$ cat config.mk
export PLATFORM = sky130hd
export DESIGN_NAME = wkd_top
export DESIGN_NICKNAME = d
export VERILOG_FILES = /design/src/rtl/wkd_pkg.sv /design/src/rtl/wkd_tick_gen.sv /design/src/rtl/wkd_sync.sv /design/src/rtl/wkd_channel.sv /design/src/rtl/wkd_backup_bank.sv /design/src/rtl/wkd_top.sv
export SDC_FILE = /design/constraint.sdc
export NUM_CORES = 1
export LEC_CHECK = 0
export CORE_MARGIN = 3
export CORE_UTILIZATION = 30
export DETAILED_ROUTE_END_ITERATION = 8
export GPL_TIMING_DRIVEN = 0
export HOLD_SLACK_MARGIN = 0.08
export PLACE_DENSITY_LB_ADDON = 0.2
export SLEW_MARGIN = 15
export SYNTH_ARGS = -nofsm -noshare
export SYNTH_HDL_FRONTEND = slang
export SYNTH_HIERARCHICAL = 1
export SYNTH_SLANG_ARGS = --single-unit
$ cat constraint.sdc
create_clock -name clk -period 3.51 [get_ports clk]
set_input_delay 0.8775 -clock clk [delete_from_list [all_inputs] [get_ports clk]]
set_output_delay 0.8775 -clock clk [all_outputs]
set_load 0.01 [all_outputs]
$ cat src/rtl/wkd_pkg.sv
package wkd_pkg;
   localparam int unsigned SAMP_W   = 4;
   localparam logic [SAMP_W-1:0] SAMP_MIN = 4'd2;
   localparam logic [SAMP_W-1:0] SAMP_MAX = 4'd8;

   typedef logic [SAMP_W-1:0] samp_t;

   // required run length, held inside the legal range
   function automatic samp_t clamp_samples(input samp_t v);
      if (v < SAMP_MIN) return SAMP_MIN;
      if (v > SAMP_MAX) return SAMP_MAX;
      return v;
   endfunction
endpackage

$ cat src/rtl/wkd_tick_gen.sv
module wkd_tick_gen #(
   parameter int PER_W  = 4,
   parameter int HIGH_W = 3
) (
   input  logic              clk,
   input  logic              rst_n,
   input  logic [PER_W-1:0]  period,
   input  logic [HIGH_W-1:0] high,
   output logic              tick,
   output logic              pwr_en
);
   localparam int SUM_W = ((PER_W > HIGH_W) ? PER_W : HIGH_W) + 1;

   logic [PER_W-1:0] cnt_q;
   logic [SUM_W-1:0] reach;

   assign tick   = (cnt_q >= period);
   assign reach  = SUM_W'(cnt_q) + SUM_W'(high);
   assign pwr_en = (reach >= SUM_W'(period));

   always_ff @(posedge clk or negedge rst_n) begin
      if (!rst_n)    cnt_q <= '0;
      else if (tick) cnt_q <= '0;
      else           cnt_q <= cnt_q + PER_W'(1);
   end
endmodule

$ cat src/rtl/wkd_sync.sv
module wkd_sync #(
   parameter int WIDTH  = 2,
   parameter int STAGES = 2
) (
   input  logic             clk,
   input  logic             rst_n,
   input  logic [WIDTH-1:0] d,
   output logic [WIDTH-1:0] q
);
   generate
      if (STAGES == 0) begin : g_bypass
         assign q = d;
      end else begin : g_chain
         logic [WIDTH-1:0] stg_q [STAGES];
         always_ff @(posedge clk or negedge rst_n) begin
            if (!rst_n) begin
               for (int s = 0; s < STAGES; s++) stg_q[s] <= '0;
            end else begin
               stg_q[0] <= d;
               for (int s = 1; s < STAGES; s++) stg_q[s] <= stg_q[s-1];
            end
         end
         assign q = stg_q[STAGES-1];
      end
   endgenerate
endmodule

$ cat src/rtl/wkd_channel.sv
module wkd_channel
   import wkd_pkg::*;
(
   input  logic  clk,
   input  logic  rst_n,
   input  logic  tick,
   input  logic  sample,
   input  logic  pol,
   input  samp_t req,
   input  logic  clr,
   output logic  sts,
   output logic  evt
);
   samp_t run_q;
   logic  armed_q;
   logic  act;
   logic  qual;
   logic [SAMP_W:0] run_inc;

   assign act     = (sample == pol);
   assign run_inc = {1'b0, run_q} + {{SAMP_W{1'b0}}, 1'b1};
   assign qual    = tick && act && armed_q && (run_inc >= {1'b0, req});

   always_ff @(posedge clk or negedge rst_n) begin
      if (!rst_n) begin
         run_q   <= '0;
         armed_q <= 1'b1;
         evt     <= 1'b0;
         sts     <= 1'b0;
      end else begin
         evt <= qual;
         if (tick) begin
            if (act) begin
               run_q <= (run_q >= SAMP_MAX) ? SAMP_MAX : run_inc[SAMP_W-1:0];
               if (qual) armed_q <= 1'b0;
            end else begin
               run_q   <= '0;
               armed_q <= 1'b1;
            end
         end
         if (qual)     sts <= 1'b1;
         else if (clr) sts <= 1'b0;
      end
   end
endmodule

$ cat src/rtl/wkd_backup_bank.sv
module wkd_backup_bank #(
   parameter int WORDS = 8,
   parameter int W     = 32
) (
   input  logic                     clk,
   input  logic                     rst_n,
   input  logic                     we,
   input  logic [$clog2(WORDS)-1:0] waddr,
   input  logic [W-1:0]             wdata,
   input  logic [$clog2(WORDS)-1:0] raddr,
   output logic [W-1:0]             rdata,
   input  logic                     wipe
);
   localparam int AW   = $clog2(WORDS);
   localparam int HALF = WORDS / 2;

   logic [W-1:0] mem_q [WORDS];

   generate
      for (genvar i = 0; i < WORDS; i++) begin : g_word
         logic hit;
         assign hit = we && (waddr == AW'(i));
         if (i < HALF) begin : g_low
            always_ff @(posedge clk or negedge rst_n) begin
               if (!rst_n)    mem_q[i] <= '0;
               else if (wipe) mem_q[i] <= '0;
               else if (hit)  mem_q[i] <= wdata;
            end
         end else begin : g_high
            always_ff @(posedge clk or negedge rst_n) begin
               if (!rst_n)   mem_q[i] <= '0;
               else if (hit) mem_q[i] <= wdata;
            end
         end
      end
   endgenerate

   assign rdata = mem_q[raddr];
endmodule

$ cat src/rtl/wkd_top.sv
module wkd_top
   import wkd_pkg::*;
#(
   parameter int NCH         = 2,
   parameter int PER_W       = 4,
   parameter int HIGH_W      = 3,
   parameter int SYNC_STAGES = 2,
   parameter int BKP_WORDS   = 8,
   parameter int BKP_W       = 32
) (
   input  logic                         clk,
   input  logic                         rst_n,
   input  logic [PER_W-1:0]             cfg_period,
   input  logic [HIGH_W-1:0]            cfg_high,
   input  logic [SAMP_W-1:0]            cfg_samples,
   input  logic [NCH-1:0]               cfg_pol,
   input  logic                         cfg_clr_en,
   input  logic                         en_rtc,
   input  logic                         en_rtt,
   input  logic                         en_smon,
   input  logic [NCH-1:0]               wk_in,
   input  logic                         rtc_alarm,
   input  logic                         rtt_alarm,
   input  logic                         smon_wake,
   input  logic [NCH-1:0]               sts_clr,
   output logic [NCH-1:0]               sts_o,
   output logic                         wake_o,
   output logic                         pwr_en_o,
   input  logic                         bkp_we,
   input  logic [$clog2(BKP_WORDS)-1:0] bkp_waddr,
   input  logic [BKP_W-1:0]             bkp_wdata,
   input  logic [$clog2(BKP_WORDS)-1:0] bkp_raddr,
   output logic [BKP_W-1:0]             bkp_rdata
);
   generate
      if (NCH < 1 || PER_W < 1 || HIGH_W < 1 || SYNC_STAGES < 0) begin : g_bad_cfg
         $error("wkd_top: channel count, field widths or sync depth out of range");
      end
      if (BKP_WORDS < 2 || (BKP_WORDS & (BKP_WORDS - 1)) != 0) begin : g_bad_bank
         $error("wkd_top: backup bank depth must be a power of two of at least 2");
      end
   endgenerate

   logic           tick_w;
   logic [NCH-1:0] wk_sync;
   logic [NCH-1:0] evt_w;
   logic           ext_wake;
   samp_t          req_w;

   assign req_w = clamp_samples(cfg_samples);

   wkd_tick_gen #(.PER_W(PER_W), .HIGH_W(HIGH_W)) u_tick (
      .clk(clk), .rst_n(rst_n), .period(cfg_period), .high(cfg_high),
      .tick(tick_w), .pwr_en(pwr_en_o)
   );

   wkd_sync #(.WIDTH(NCH), .STAGES(SYNC_STAGES)) u_sync (
      .clk(clk), .rst_n(rst_n), .d(wk_in), .q(wk_sync)
   );

   generate
      for (genvar c = 0; c < NCH; c++) begin : g_ch
         wkd_channel u_ch (
            .clk(clk), .rst_n(rst_n), .tick(tick_w), .sample(wk_sync[c]),
            .pol(cfg_pol[c]), .req(req_w), .clr(sts_clr[c]),
            .sts(sts_o[c]), .evt(evt_w[c])
         );
      end
   endgenerate

   assign ext_wake = (rtc_alarm && en_rtc) || (rtt_alarm && en_rtt) || (smon_wake && en_smon);

   always_ff @(posedge clk or negedge rst_n) begin
      if (!rst_n) wake_o <= 1'b0;
      else        wake_o <= (|evt_w) || ext_wake;
   end

   wkd_backup_bank #(.WORDS(BKP_WORDS), .W(BKP_W)) u_bank (
      .clk(clk), .rst_n(rst_n), .we(bkp_we), .waddr(bkp_waddr), .wdata(bkp_wdata),
      .raddr(bkp_raddr), .rdata(bkp_rdata), .wipe(cfg_clr_en && (|evt_w))
   );
endmodule

======== Yosys cells after proc, flatten, opt, wreduce, memory -nomap -nowiden ========
Cells that the tools add are included.
Widths: inputs -> output; s select.
word-level totals
  bits in registers ....................... 279
  word-level logic and storage cells ...... 107
  output and inout port bits .............. 36
  input port bits ......................... 65
operators by class
  bitwise operators ....................... 1
  eq/ne operators ......................... 11
  order comparisons ....................... 9
  reductions and logical operators ........ 31
  add/subtract/negate cells ............... 4
  multiplexer cells ....................... 31
operators with widths
  operator             count
  $mux 32              10
  $bmux 32 s3          1
  $mux 4               9
  $logic_and 1x1->1    18
  $ge 5x4->1           3
  $eq 3x3->1 const B   4
  $ge 4x4->1 const B   3
  $reduce_bool 2->1    6
  $mux 1               11
  $add 4x1->5 const B  2
  $eq 3x2->1 const B   2
  $add 4x3->5          1
  $add 4x1->4 const B  1
  $ge 4x4->1           1
  $gt 4x4->1 const B   1
  $lt 4x2->1 const B   1
  $ne 2x2->1 const B   2
  $not 3->4            1
  $reduce_and 2->1     2
  $eq 3x1->1 const B   1
  $logic_not 3->1      1
  $logic_or 1x1->1     3
  $eq 1x1->1           2
  $reduce_or 2->1      1

======== Logic depth before layout (Yosys ltp) ========
Gate-level depths: netlist (run 1).
  depth in word-level cells ............... 9
  depth in mapped cells ................... 9
  depth with buffers taken out ............ 8

======== Cells and area by module ========
The synthesis (run 1) kept the hierarchy.
modules (own cells, without submodules)
  module           seq. area each (sq um)  cells each  area each (sq um)  instances
  wkd_backup_bank  6406.1                  955         11935.2            1
  wkd_channel      176.4                   47          447.9              2
  wkd_tick_gen     100.1                   44          436.7              1
  wkd_sync         100.1                   6           115.1              1
  wkd_top          25.0                    11          91.3               1

======== Least setup slack after synthesis (run 1) ========
No wires, ideal clock.
  path type ............................... input-to-output
  start point ............................. in cfg_high[0]
  end point ............................... out pwr_en_o
  data arrival time ....................... 2423 ps
  setup slack ............................. 209 ps
  cell stages on the path ................. 7
  buffers on the path ..................... 0
  required time ........................... 2633 ps
  path through ............................ ha_1 -> fa_1 -> xor2_1 -> ha_1 -> a21oi_1 -> o21ai_1 -> a221o_1
on the way
  word-level cells in the longest chain between the ends .. 2
RTL lines
  item         RTL line            text
  from (decl)  wkd_top.sv:14       input logic [HIGH_W-1:0] cfg_high,
  $add 4x3->5  wkd_tick_gen.sv:18  assign reach = SUM_W'(cnt_q) + SUM_W'(high);
  $ge 5x4->1   wkd_tick_gen.sv:19  assign pwr_en = (reach >= SUM_W'(period));
  to (decl)    wkd_top.sv:28       output logic pwr_en_o,
No other way between the ends.

======== Final worst setup path (run 1) ========
  start point ............................. in bkp_raddr[0]
  end point ............................... out bkp_rdata[12]
on the way
  word-level cells in the longest chain between the ends .. 4
RTL lines
  item                                         RTL line               text
  from (decl)                                  wkd_top.sv:32          input logic [$clog2(BKP_WORDS)-1:0] bkp_raddr,
  $not 3->4 (implied by the code)              wkd_backup_bank.sv:38  assign rdata = mem_q[raddr];
  $bmux 32 s3                                  wkd_backup_bank.sv:38
  $mux 32 (implied by the code) (2 in series)  wkd_backup_bank.sv:38
  to (decl)                                    wkd_top.sv:33          output logic [BKP_W-1:0] bkp_rdata
No other way between the ends. The select of a mux whose other input is x is not followed.

==> results list, run 1 <==
- In the synthesized netlist the dominant register cell turns out to be dfrtp_1.
* Antenna Diode Count: 0
- Netlist area before placement: 0.0135 mm²
* Share of flip-flops with an asynchronous set or reset after synthesis: 1.00
- Aggregate routed wire length: 38000 µm
- Timing analysis after detailed placement gives a worst setup slack of -772 ps.
- Clock-pin slew on the worst setup and hold paths: 60 ps
- Number of global-route vias before repair: 9614
- Count of TritonRoute iterations in the first routing pass: 4
- Power dissipated by switching net loads: 3330 µW
- Data required time at the worst endpoint: 2630 ps
- Core Area: 0.0443 mm²
- Summed over all cells, the static leakage comes to 0.00715 µW.
- The worst register-to-register path has a setup slack of 1140 ps.
* Number of buffers created by CTS: 35
* Top library cells by usage in the layout, fill and taps aside: 276 x dfrtp_1, 262 x nand2_1, 150 x mux2_2
- Counting every sink on the clock net gives 279.
* Source of the worst register-to-register timing path: u_tick/cnt_q[0]
- Dividing the final minimum period by the clock period gives 0.988.
* Total power: 11500 µW
- EDFF count, synth: 0
- Once detailed placement completed, the half-perimeter wirelength came to 25300 µm.
* Setup repair after global routing missed its margin: yes
- The initial antenna violation count was 1.
- Number of port buffers: 97
- The count of final max-slew check failures is 0.
- Post-layout nets: 1340
* Global-route wire length before repair: 58400 µm
- WP data arrival: 2590 ps
* Horizontal die dimension: 218 µm
* Type of origin of the critical path: primary input
- Actual slew at the worst max-slew pin: 847 ps
- In the routed design, unresolved DRC markers number 0.
- Proportion of power drawn by combinational gates: 0.269
- TritonCTS built the clock tree.
* Initial cell density of the core: 0.304
- Syn Nets: 1200
- Mean number of vias per cell: 4.89
- Share of total power consumed by net switching: 0.290
* Area added between synthesis and finish: 22.7%
* Internal power of the cells: 8130 µW
* Total number of H-tree levels: 2
* Mean Syn Cell Area: 12.1 µm²
- Worst hold path class: in2async
- Once detail routing completed, the nets flagged for antenna violations numbered 0.
- The worst setup path is captured at an output port.
- Of all nets on the critical path, the largest fanout is 10.
* Clock skew: 8.81 ps
- In this run, synthesis produced a sequential element count of 279.
- Based on the critical path, the design can be clocked at up to 288 MHz.
* Final critical path time including I/O delays and setup: 3470 ps
- For this design the ratio of total power to cell area is 693 mW/mm².
- Setup slack on the critical path of the routed design comes to 42.3 ps.
* Area enclosed by the die boundary: 0.0475 mm²
* Yosys warning total: 6
* Number of endpoints with negative hold slack in the final report: 0
- The total overflow left after global routing is 0.
- From bottom edge to top edge, the die measures 218 µm.
* Outcome: completed
- Number of setup violations in the final report: 0
* Worst IR Drop VDD: 0.000277 V
* Fraction of power consumed by the clock network: 0.313
- Largest net degree at the start of global routing: 87
- Synthesis produced a netlist whose cell count is 1110.
- Sequential fraction of the synthesis area: 0.518
- Fraction of final layout cells sized beyond drive strength 1: 0.264
* GP Congestion: 0.778
* Detailed Route Iter0 Violations: 462
- Critical path type: in2out
- The clock passes through at most 3 buffers.
- Across all layers, the routed design uses 9113 vias.
- The endpoint identified for the worst register-to-register timing path is g_ch[1].u_ch/armed_q.
- Clock latency at the later pin of the worst-skew pair: 540 ps
* Number of distinct library cell variants in the gate-level netlist after synthesis: 49
- After floorplanning, the core was divided into 77 placement rows.
- Relative slew margins: 0.435
- The worst register-to-register path has a depth of 9.
* Share of total power in sequential cells: 0.418
- For this run, the total global-route usage over all layers was measured as 0.161.
* Number of top-level pins: 101
* Buffer type at the clock tree root: clkbuf_16
* WL per Instance: 20.4 µm
- Across the run, the number of max-cap violations was 0.
* Most common cell after layout, fill and taps aside: dfrtp_1
worst max-delay path, stage by stage:
cell and delay [ps]:
buf_12 150, buf_12 170, mux4_1 590, mux2_4 290, clkdlybuf4s50_1 480
registers in the layout (all words and copies together) (netlist names):
signal	cells
wake_o	1
g_ch.u_ch/sts	2
g_ch.u_ch/armed_q	2
u_sync/g_chain.stg_q	2
g_ch.u_ch/evt	2
u_sync/q	2
u_tick/cnt_q	4
u_bank/mem_q	256
g_ch.u_ch/run_q	8
stage by stage:
step / hold WS [ps] / util / instances / area, µm² / setup TNS [ps]
floorplan: 331 / - / 1110 / 13500 / 0
global placement: 336 / 0.343 / 1799 / 15200 / -3171530
detailed placement: 336 / 0.345 / 1802 / 15300 / -10070
CTS: 180 / 0.373 / 1865 / 16500 / -91.4
global route: 183 / 0.373 / 1865 / 16500 / -73.2
finish: 202 / 0.373 / 1865 / 16500 / 0
synth_stat cells (3+ instances only):
master      n  share of area
a21o_1      4         0.0022
a21oi_1   138          0.051
buf_1       5         0.0014
buf_2      31          0.012
buf_4       8         0.0045
buf_6       9         0.0075
clkbuf_1   29         0.0081
dfrtp_1   277           0.51
ha_1       24          0.022
inv_1      20         0.0056
mux2_2    150           0.13
mux2_4     10          0.011
mux4_1     22          0.043
mux4_2     42          0.070
nand2_1   262          0.073
nand3_1    11         0.0041
nand4b_1    3         0.0020
nor2_1      5         0.0014
nor2b_1     4         0.0019
o21ai_0     7         0.0026
o21ai_1     3         0.0011
xnor2_1     4         0.0026
xor2_1      6         0.0039
worst max path at each step:
stage | from | endpoint | slack [ps] | cells after the start
global placement | rst_n | g_ch[1].u_ch/run_q[0] | -11400 | 1
CTS | u_tick/cnt_q[0] | pwr_en_o | -90 | 8
finish | bkp_raddr[0] | bkp_rdata[12] | 40 | 5
floorplan | cfg_high[0] | pwr_en_o | 210 | 7
global route | u_tick/cnt_q[0] | pwr_en_o | -70 | 8
detailed placement | cfg_high[0] | pwr_en_o | -770 | 9
layer usage:
layer	share of wire	wire length (µm)	vias up	track usage
met5	0.00034	13	-	0
met4	0.024	922	2	0.0452
met3	0.041	1560	55	0.0354
met2	0.48	18200	180	0.264
met1	0.46	17300	4679	0.216
li1	-	-	4197	-
power by group through the flow:
stage / Sequential (µW) / Combinational (µW) / Clock (µW)
2_1_floorplan: 4640 / 2090 / 0
3_3_place_gp: 4820 / 3010 / 0
3_5_place_dp: 4840 / 3070 / 0
4_1_cts: 4790 / 3110 / 3700
5_1_grt: 4910 / 3450 / 3830
6_report: 4790 / 3080 / 3580
area by class of cell:
cell class,count,area (µm²)
multi-input cells,727,5970
clock buffers,47,972
clock inverters,13,161
plain buffers,84,559
inverters,20,75.1
fillers,4345,27800
repair buffers,103,1070
flip-flops and latches,279,6990
well taps,592,741
what timing repair did:
action / CTS / global route
hold buffers: 0 / 0
setup endpoints to repair: 33 / 6
pin swaps: 6 / 4
buffers inserted: 3 / 0
gates resized for setup: 47 / 13
kinds of logic after synthesis:
family,Yosys count,share of synthesized area
buf+inv,104,0.0404
fa+ha+maj,25,0.0238
xor+xnor,10,0.00650
flops,279,0.518
compound gates,168,0.0673
mux,226,0.251
simple gates,298,0.0924
Power figures use the tool's default switching activity.
==> run 2, diff against run 1 <==
- clock period: 3.51 -> 4.1 ns (I/O delays scaled with it)
==> results list, run 2 (synthesized netlist as in run 1, its figures left out) <==
* Horizontal die dimension: 218 µm (unchanged)
- Number of global-route vias before repair: 9569 (-0.47%)
- The final cell area excluding filler cells was 0.0164 mm² (-0.51%).
- The switching power as a share of total power came to 0.290 (-0.000474).
- CP Cell Sequence: buf_1 -> clkdlybuf4s15_1 -> mux2_2 -> clkdlybuf4s50_1
* TritonCTS clock tree: done
* Worst setup path end: bkp_rdata[0]
- Worst Hold Slack: 349 ps (+147 ps)
- Mean number of vias per cell: 4.89 (+0.14%)
- Worst IR Drop VDD: 0.000237 V (-14%)
- Via count: 9116 (+0.033%)
- The path class of the tightest hold or removal check is in2async.
* Worst setup path startpoint: bkp_raddr[1]
- The overall fraction of global-route tracks in use is 0.161 (-0.000603).
* Instance area at placement: 0.0153 mm² (unchanged)
* Total number of H-tree levels: 2 (unchanged)
- The total clock buffers created by CTS came to 35 (unchanged).
- Final cell count without fillers: 1863 (-0.11%)
- The startpoint identified for the worst register-to-register timing path is u_tick/cnt_q[0].
- Internal power of the cells: 6940 µW (-15%)
- Area added between synthesis and finish: 22.1%
- Global-route wire length before repair: 58100 µm (-0.43%)
- The library cells used most frequently in the layout, excluding fill and tap cells, are 277 x dfrtp_1, 262 x nand2_1, 150 x mux2_2.
- The total of endpoints with negative setup slack in the final report was 0 (unchanged).
* CTS Buffer Depth: 3 (unchanged)
- The DRC violation count after routing is 0 (unchanged).
* Period utilization: 0.982
- HPWL Detailed: 25300 µm (unchanged)
* Worst-case register-to-register setup slack: 1810 ps (+670 ps)
- Pwr/cell area: 594 mW/mm² (-14%)
- The largest incremental delay on the critical path came to 750 ps (+160 ps).
- Largest net degree at the start of global routing: 87 (unchanged)
- The final hold violation count is 0 (unchanged).
- The initial antenna violation count is 1 (unchanged).
- Detailed Route Iter0 Violations: 508 (+10%)
- The boundary pin count is 101 (unchanged).
- The maximum clock skew at final layout came to 8.26 ps (-0.543 ps).
- Clock latency at the later pin of the worst-skew pair: 540 ps (about the same)
* Area enclosed by the die boundary: 0.0475 mm² (unchanged)
- The number of max-cap violations came to 0 (unchanged).
* Crit end category: output port
- Relative slew margins: 0.459 (+0.0236)
- Proportion of power drawn by combinational gates: 0.267 (-0.002)
- The leftover overflow at the end of global routing was 0 (unchanged).
* Buffer type at the clock tree root: clkbuf_16
- Aggregate routed wire length: 37800 µm (-0.29%)
- Number of cells after detailed placement: 1802 (unchanged)
- Outcome: completed
- In this run the critical register-to-register path is captured at g_ch[1].u_ch/armed_q.
* Number of placement rows: 77 (unchanged)
- Among all stages on the critical path, the largest delay is contributed by clkdlybuf4s15_1.
* Core Area: 0.0443 mm² (unchanged)
* R2r worst-path depth: 8 (-1)
- The antenna diode count is 0 (unchanged).
- The post-route antenna net violation count came to 0 (unchanged).
- The final total power came to 9770 µW (-15%).
* Power dissipated by switching net loads: 2830 µW (-15%)
- Number of port buffers: 97 (unchanged)
* Die outline height: 218 µm (unchanged)
* Final core utilization: 0.371 (-0.00189)
- GP Congestion: 0.778 (unchanged)
- Fraction of power consumed by the clock network: 0.314 (about the same)
* Setup repair after global routing missed its margin: no
- The starting utilization of the core area is 0.304 (unchanged).
- The count of final max-slew check failures was 0 (unchanged).
- The detailed-router iteration count before antenna repair came to 5 (+1).
- Type of origin of the critical path: primary input
* Data required time at the worst endpoint: 3070 ps (+440 ps)
- The slew at the pin closest to its max-slew limit is 812 ps (-35.4 ps).
- The routed length per instance came to 20.3 µm (-0.19%).
- Fraction of final layout cells sized beyond drive strength 1: 0.257 (-0.00667)
* Post-layout nets: 1338 (-0.15%)
- Highest net fanout along the worst path: 10 (unchanged)
- WP data arrival: 3000 ps (+410 ps)
- u_bank/mem_q holds more flip-flops than any other register.
- The number of flip-flops in the largest register was 256 (unchanged).
- Static leakage power: 0.00713 µW (-0.36%)
* Critical path type: in2out
* Max Clk Rate: 248 MHz
* Share of total power in sequential cells: 0.419 (about the same)
- CTS sink count: 279 (unchanged)
- Counting I/O delays and the setup requirement, the final critical path takes 4030 ps.
* Most common cell after layout, fill and taps aside: dfrtp_1
- The largest registers in the layout are u_bank/mem_q: 256 flops, g_ch.u_ch/run_q: 8 flops, u_tick/cnt_q: 4 flops.
* Clock-pin slew on the worst setup and hold paths: 60 ps (about the same)
[run 2: what timing repair did]
item                       4_1_cts  5_1_grt
setup endpoints to repair       15        2
setup buffers                    0        1
gates cloned                     0        0
pin swaps                        0        5
gates resized for setup         11        5
hold buffers                     0        0
[run 2: worst min-delay path by stage]
stage                                        from                 to  slack, ps  cells after the start
after floorplan           u_sync/g_chain.stg_q[2]        u_sync/q[0]        330                      0
after global placement    u_sync/g_chain.stg_q[2]        u_sync/q[0]        340                      0
after detailed placement  u_sync/g_chain.stg_q[2]        u_sync/q[0]        340                      0
after CTS                                   rst_n  u_bank/mem_q[249]        330                      1
after global routing                        rst_n   u_bank/mem_q[59]        330                      1
final                                       rst_n  u_bank/mem_q[217]        350                      1
[run 2: metrics by stage]
stage | setup slack [ps] | TNS [ps]
floorplan | 504 | 0
global placement | -10960 | -3039280
detailed placement | -477 | -1430
CTS | -48.2 | -48.2
global route | 27.3 | 0
finish | 74.9 | 0
[run 2: layer usage]
layer | share of wire | track usage | vias to the layer above | wire (µm)
li1 | - | - | 4192 | -
met5 | 0.00034 | 0 | - | 13
met1 | 0.46 | 0.216 | 4688 | 17300
met3 | 0.043 | 0.0357 | 55 | 1620
met4 | 0.021 | 0.0433 | 2 | 784
met2 | 0.48 | 0.263 | 179 | 18200
[run 2: worst max-delay path: cells and delay by family]
kind | cells | cell delay, ps
buffers and inverters | 3 | 1510
multiplexers | 1 | 450
[run 2: cell type report]
class,instances,area (µm²)
plain buffers,84,492
clock buffers,47,972
clock inverters,13,161
fillers,4355,27900
inverters,20,75.1
multi-input cells,727,5960
flip-flops and latches,279,6980
well taps,592,741
repair buffers,101,1070
[run 2: power by group through the flow]
stage               Combinational [µW]  Clock [µW]  Sequential [µW]
detailed placement                2630           0             4140
global route                      2920        3280             4200
CTS                               2630        3170             4100
global placement                  2570           0             4130
finish                            2610        3070             4100
floorplan                         1790           0             3980
==> run 3, diff against run 2 <==
- ABC_AREA: default -> 1
- CTS_BUF_LIST: default -> sky130_fd_sc_hd__clkbuf_4
==> results list, run 3 <==
- The flow ran to the end, and the final reports show no timing, DRC or antenna violations.
- Flip-flop count of the largest register after layout: 256 (unchanged)
- Yosys warning total: 6 (unchanged)
- The startpoint identified for the worst hold timing path is u_sync/g_chain.stg_q[2].
- The path with the worst hold slack has its endpoint at u_sync/q[0].
- The number of clock sinks seen by CTS was 279 (unchanged).
- Mean Syn Cell Area: 7.29 µm² (-40%)
- The maximum clock skew at final layout is 19.2 ps (+10.9 ps).
- Number of distinct library cell variants in the gate-level netlist after synthesis: 29 (-41%)
- The placeable core region came to 0.0468 mm² (+5.5%).
- Post-layout nets: 2233 (+67%)
- In the synthesized netlist the dominant register cell turns out to be dfrtp_1.
- Via count: 12987 (+42%)
- Worst IR Drop VDD: 0.000197 V (-17%)
- The CTS H-tree depth came to 3 (+1).
- WL per Instance: 16.9 µm (-17%)
- Number of antenna-violating nets in the routed design: 0 (unchanged)
- Share of flip-flops with an asynchronous set or reset after synthesis: 1.00 (unchanged)
- Clock tree synthesis selected as its root buffer the cell clkbuf_4.
- The library cell used most frequently in the layout, excluding fill and tap cells, is nand2_1.
- The area used by multi-input combinational logic came to 0.00552 mm² (-7.4%).
* Reg-to-reg endpoint: g_ch[0].u_ch/run_q[1]
- The vertical extent of the die is 224 µm (+2.9%).
* Register with the most flip-flops: u_bank/mem_q
- Period utilization: 0.983 (about the same)
- The weighted congestion at the end of routability-driven global placement is 0.863 (+11%).
* Post-detailed-route DRC marker count: 0 (unchanged)
- The number of enable flip-flop cells after synthesis came to 0 (unchanged).
- Ranked by total cell area, the synthesized netlist is headed by dfrtp_1 49%, nand2_1 19%, inv_1 8.9%.
- Setup repair after global routing left no endpoint under its margin.
* HPWL Detailed: 34100 µm (+35%)
- Mapped Cells: 1960 (+77%)
- The share of final-layout standard cells stronger than drive strength 1 came to 0.113 (-0.144).
- Final core utilization: 0.369 (-0.00264)
* Number of global-route vias before repair: 12916 (+35%)
- The clock transition at the registers of the reported paths was 60 ps (about the same).
- Among all cell types in the netlist, the one instantiated most often is nand2_1.
- The top cell type's share of synthesized area was 0.485 (-0.0294).
- Met3 Usage GRT: 0.0321 (-0.00356)
- Traced cell by cell, the critical path runs through dlygate4sd2_1 -> inv_1 -> buf_2 -> buf_4 -> nand2_1 -> nand3_1 -> nand2_1 -> nand2_1 -> nand2_1 -> clkdlybuf4s50_1.
- Final critical path time including I/O delays and setup: 4030 ps (+3.57 ps)
* Total congestion overflow after global routing: 0 (unchanged)
- The synthesized netlist net count was 2050 (+71%).
* TritonCTS clock tree: done
- The number of register bits inferred by synthesis came to 279 (unchanged).
- The worst setup path is launched from a primary input.
- The pin count of the biggest net entering global routing came to 93 (+6.9%).
- The critical path required time came to 3070 ps (about the same).
- Number of top-level pins: 101 (unchanged)
- After synthesis, the most frequently instantiated cells are 726 x nand2_1, 339 x inv_1, 277 x dfrtp_1.
- The leakage power was 0.00917 µW (+29%).
- The total of endpoints with negative setup slack in the final report came to 0 (unchanged).
- The first-pass GRT wire length came to 74600 µm (+28%).
* Mean number of vias per cell: 4.63 (-5.4%)
* Clock latency at the later pin of the worst-skew pair: 730 ps (+190 ps)
- Pwr/cell area: 551 mW/mm² (-7.3%)
* Met2 track demand over resource in global routing: 0.307 (+0.0439)
- Number of placement rows: 79 (+2.6%)
- The worst setup path is captured at an output port.
- Area added between synthesis and finish: 20.6%
- The final wirelength came to 47400 µm (+25%).
* Worst Hold Slack: 349 ps (+0.161 ps)
- Number of buffers created by CTS: 78 (+120%)
- Horizontal die dimension: 224 µm (+2.9%)
* R2r worst-path depth: 9 (+1)
- The final hold violation count was 0 (unchanged).
- WP data arrival: 3000 ps (about the same)
- Number of buffers and inverters on the critical path: 5 (+2)
- Footprint of the flip-flops and latches: 0.00698 mm² (unchanged)
- The number of filler cells placed in the layout came to 4967 (+14%).
- The setup path with the least slack is of type in2out.
* Netlist area before placement: 0.0143 mm² (+6.1%)
- Source of the worst register-to-register timing path: u_tick/cnt_q[2]
- The highest fanout seen on the critical path was 10 (unchanged).
* Critical path's largest stage delay: 510 ps (-240 ps)
- Hold Path Cell Cnt: 0
- The count of final max-slew check failures came to 0 (unchanged).
- The detailed-router iteration count before antenna repair is 5 (unchanged).
* Actual slew at the worst max-slew pin: 693 ps (-119 ps)
- CTS Buffer Depth: 3 (unchanged)
- Met1 GRT Util: 0.256 (+0.0398)
- In this run the worst hold path is classified as reg2reg.
* Global-route total usage across every layer: 0.192 (+0.0312)
* Number of buffers added for setup after CTS: 0 (unchanged)
- Gate family responsible for the most delay along the worst path: buffers and inverters
- Summed over all instances, the cell type with the most area after synthesis is dfrtp_1.
- The top cell types in the final layout, fill and taps aside, are 725 x nand2_1, 339 x inv_1, 277 x dfrtp_1.
- Number of antenna violations at the first check in global routing: 1 (unchanged)
- Number of port buffers: 99 (+2.1%)
* Initial cell density of the core: 0.306 (+0.00161)
- The cell that appears most often on the critical path is nand2_1.
- Worst-case register-to-register setup slack: 2300 ps (+490 ps)
* Registers with the highest flip-flop counts: u_bank/mem_q: 256 flops, g_ch.u_ch/run_q: 8 flops, u_tick/cnt_q: 4 flops
- Area enclosed by the die boundary: 0.0503 mm² (+5.9%)
- The layer flagged by global routing as most heavily used is met2.
- The sequential cell area fraction in the yosys report came to 0.489 (-0.0296).
* Number of maximum-capacitance constraint violations: 0 (unchanged)
- The worst slew slack as a fraction of its limit was 0.538 (+0.0793).
* Detailed Route Iter0 Violations: 972 (+91%)
* Slowest CP cell: clkdlybuf4s50_1
- Max Clk Rate: 248 MHz (about the same)
[run 3: power by group]
part | total, µW | switching, µW | internal (µW)
clock network | 2600 | 1190 | 1410
logic | 2900 | 1820 | 1080
registers | 3990 | 323 | 3670
[run 3: timing repair]
item / in CTS / in global routing
gates resized for setup: 33 / 9
setup endpoints to repair: 33 / 19
hold buffers: 1 / 0
endpoints found under the hold margin: 18 / 0
pin swaps: 0 / 0
[run 3: final cells by class]
cell class,instances,share of cell area
Antenna cell,1,0.000145
Buffer,103,0.0343
Clock buffer,123,0.0536
Clock inverter,11,0.00407
Inverter,344,0.0751
Multi-Input combinational cell,1234,0.320
Sequential cell,279,0.405
Tap cell,607,0.0441
Timing Repair Buffer,103,0.0632
[run 3: stage by stage]
stage / instance area (µm²) / setup TNS [ps] / total power [µW] / cells / worst slack [ps]
after global placement: 16000 / -3014650 / 6840 / 2666 / -10860
after floorplan: 14300 / 0 / 5890 / 1960 / 741
after global routing: 17200 / 0 / 10300 / 2805 / 13.6
after CTS: 17200 / -53.8 / 9600 / 2804 / -20.1
after detailed placement: 16100 / -8320 / 6920 / 2669 / -420
final: 17200 / 0 / 9490 / 2805 / 71.3
[run 3: worst max path at each step]
stage / start / to / slack, ps / cells past startpoint
6_report: bkp_raddr[0] / bkp_rdata[10] / 70 / 10
5_1_grt: bkp_raddr[0] / bkp_rdata[11] / 10 / 9
4_1_cts: bkp_raddr[1] / bkp_rdata[12] / -20 / 8
3_5_place_dp: bkp_raddr[1] / bkp_rdata[30] / -420 / 8
3_3_place_gp: rst_n / u_bank/mem_q[145] / -10860 / 1
2_1_floorplan: cfg_high[2] / pwr_en_o / 740 / 9
[run 3: cells by family (layout without fill, tap and decap cells)]
| kind of cell | count (synthesis) | count (layout) | share of synthesized area |
|---|---|---|---|
| AND/OR/NAND/NOR | 931 | 931 | 0.261 |
| buffers and inverters | 447 | 684 | 0.127 |
| flip-flops | 279 | 279 | 0.489 |
| AO/OA/AOI/OAI | 270 | 270 | 0.0957 |
| adder cells (fa/ha/maj) | 25 | 25 | 0.0224 |
| XOR/XNOR | 8 | 8 | 0.00490 |
| other | 0 | 1 | 0 |
[run 3: routing by layer]
layer  vias to the layer above  wire length (µm)  share of wire
met5                         -                 0              0
met4                         0              1790          0.038
met3                        87              2800          0.059
met2                       417             21900           0.46
met1                      6125             21000           0.44
li1                       6358                 -              -
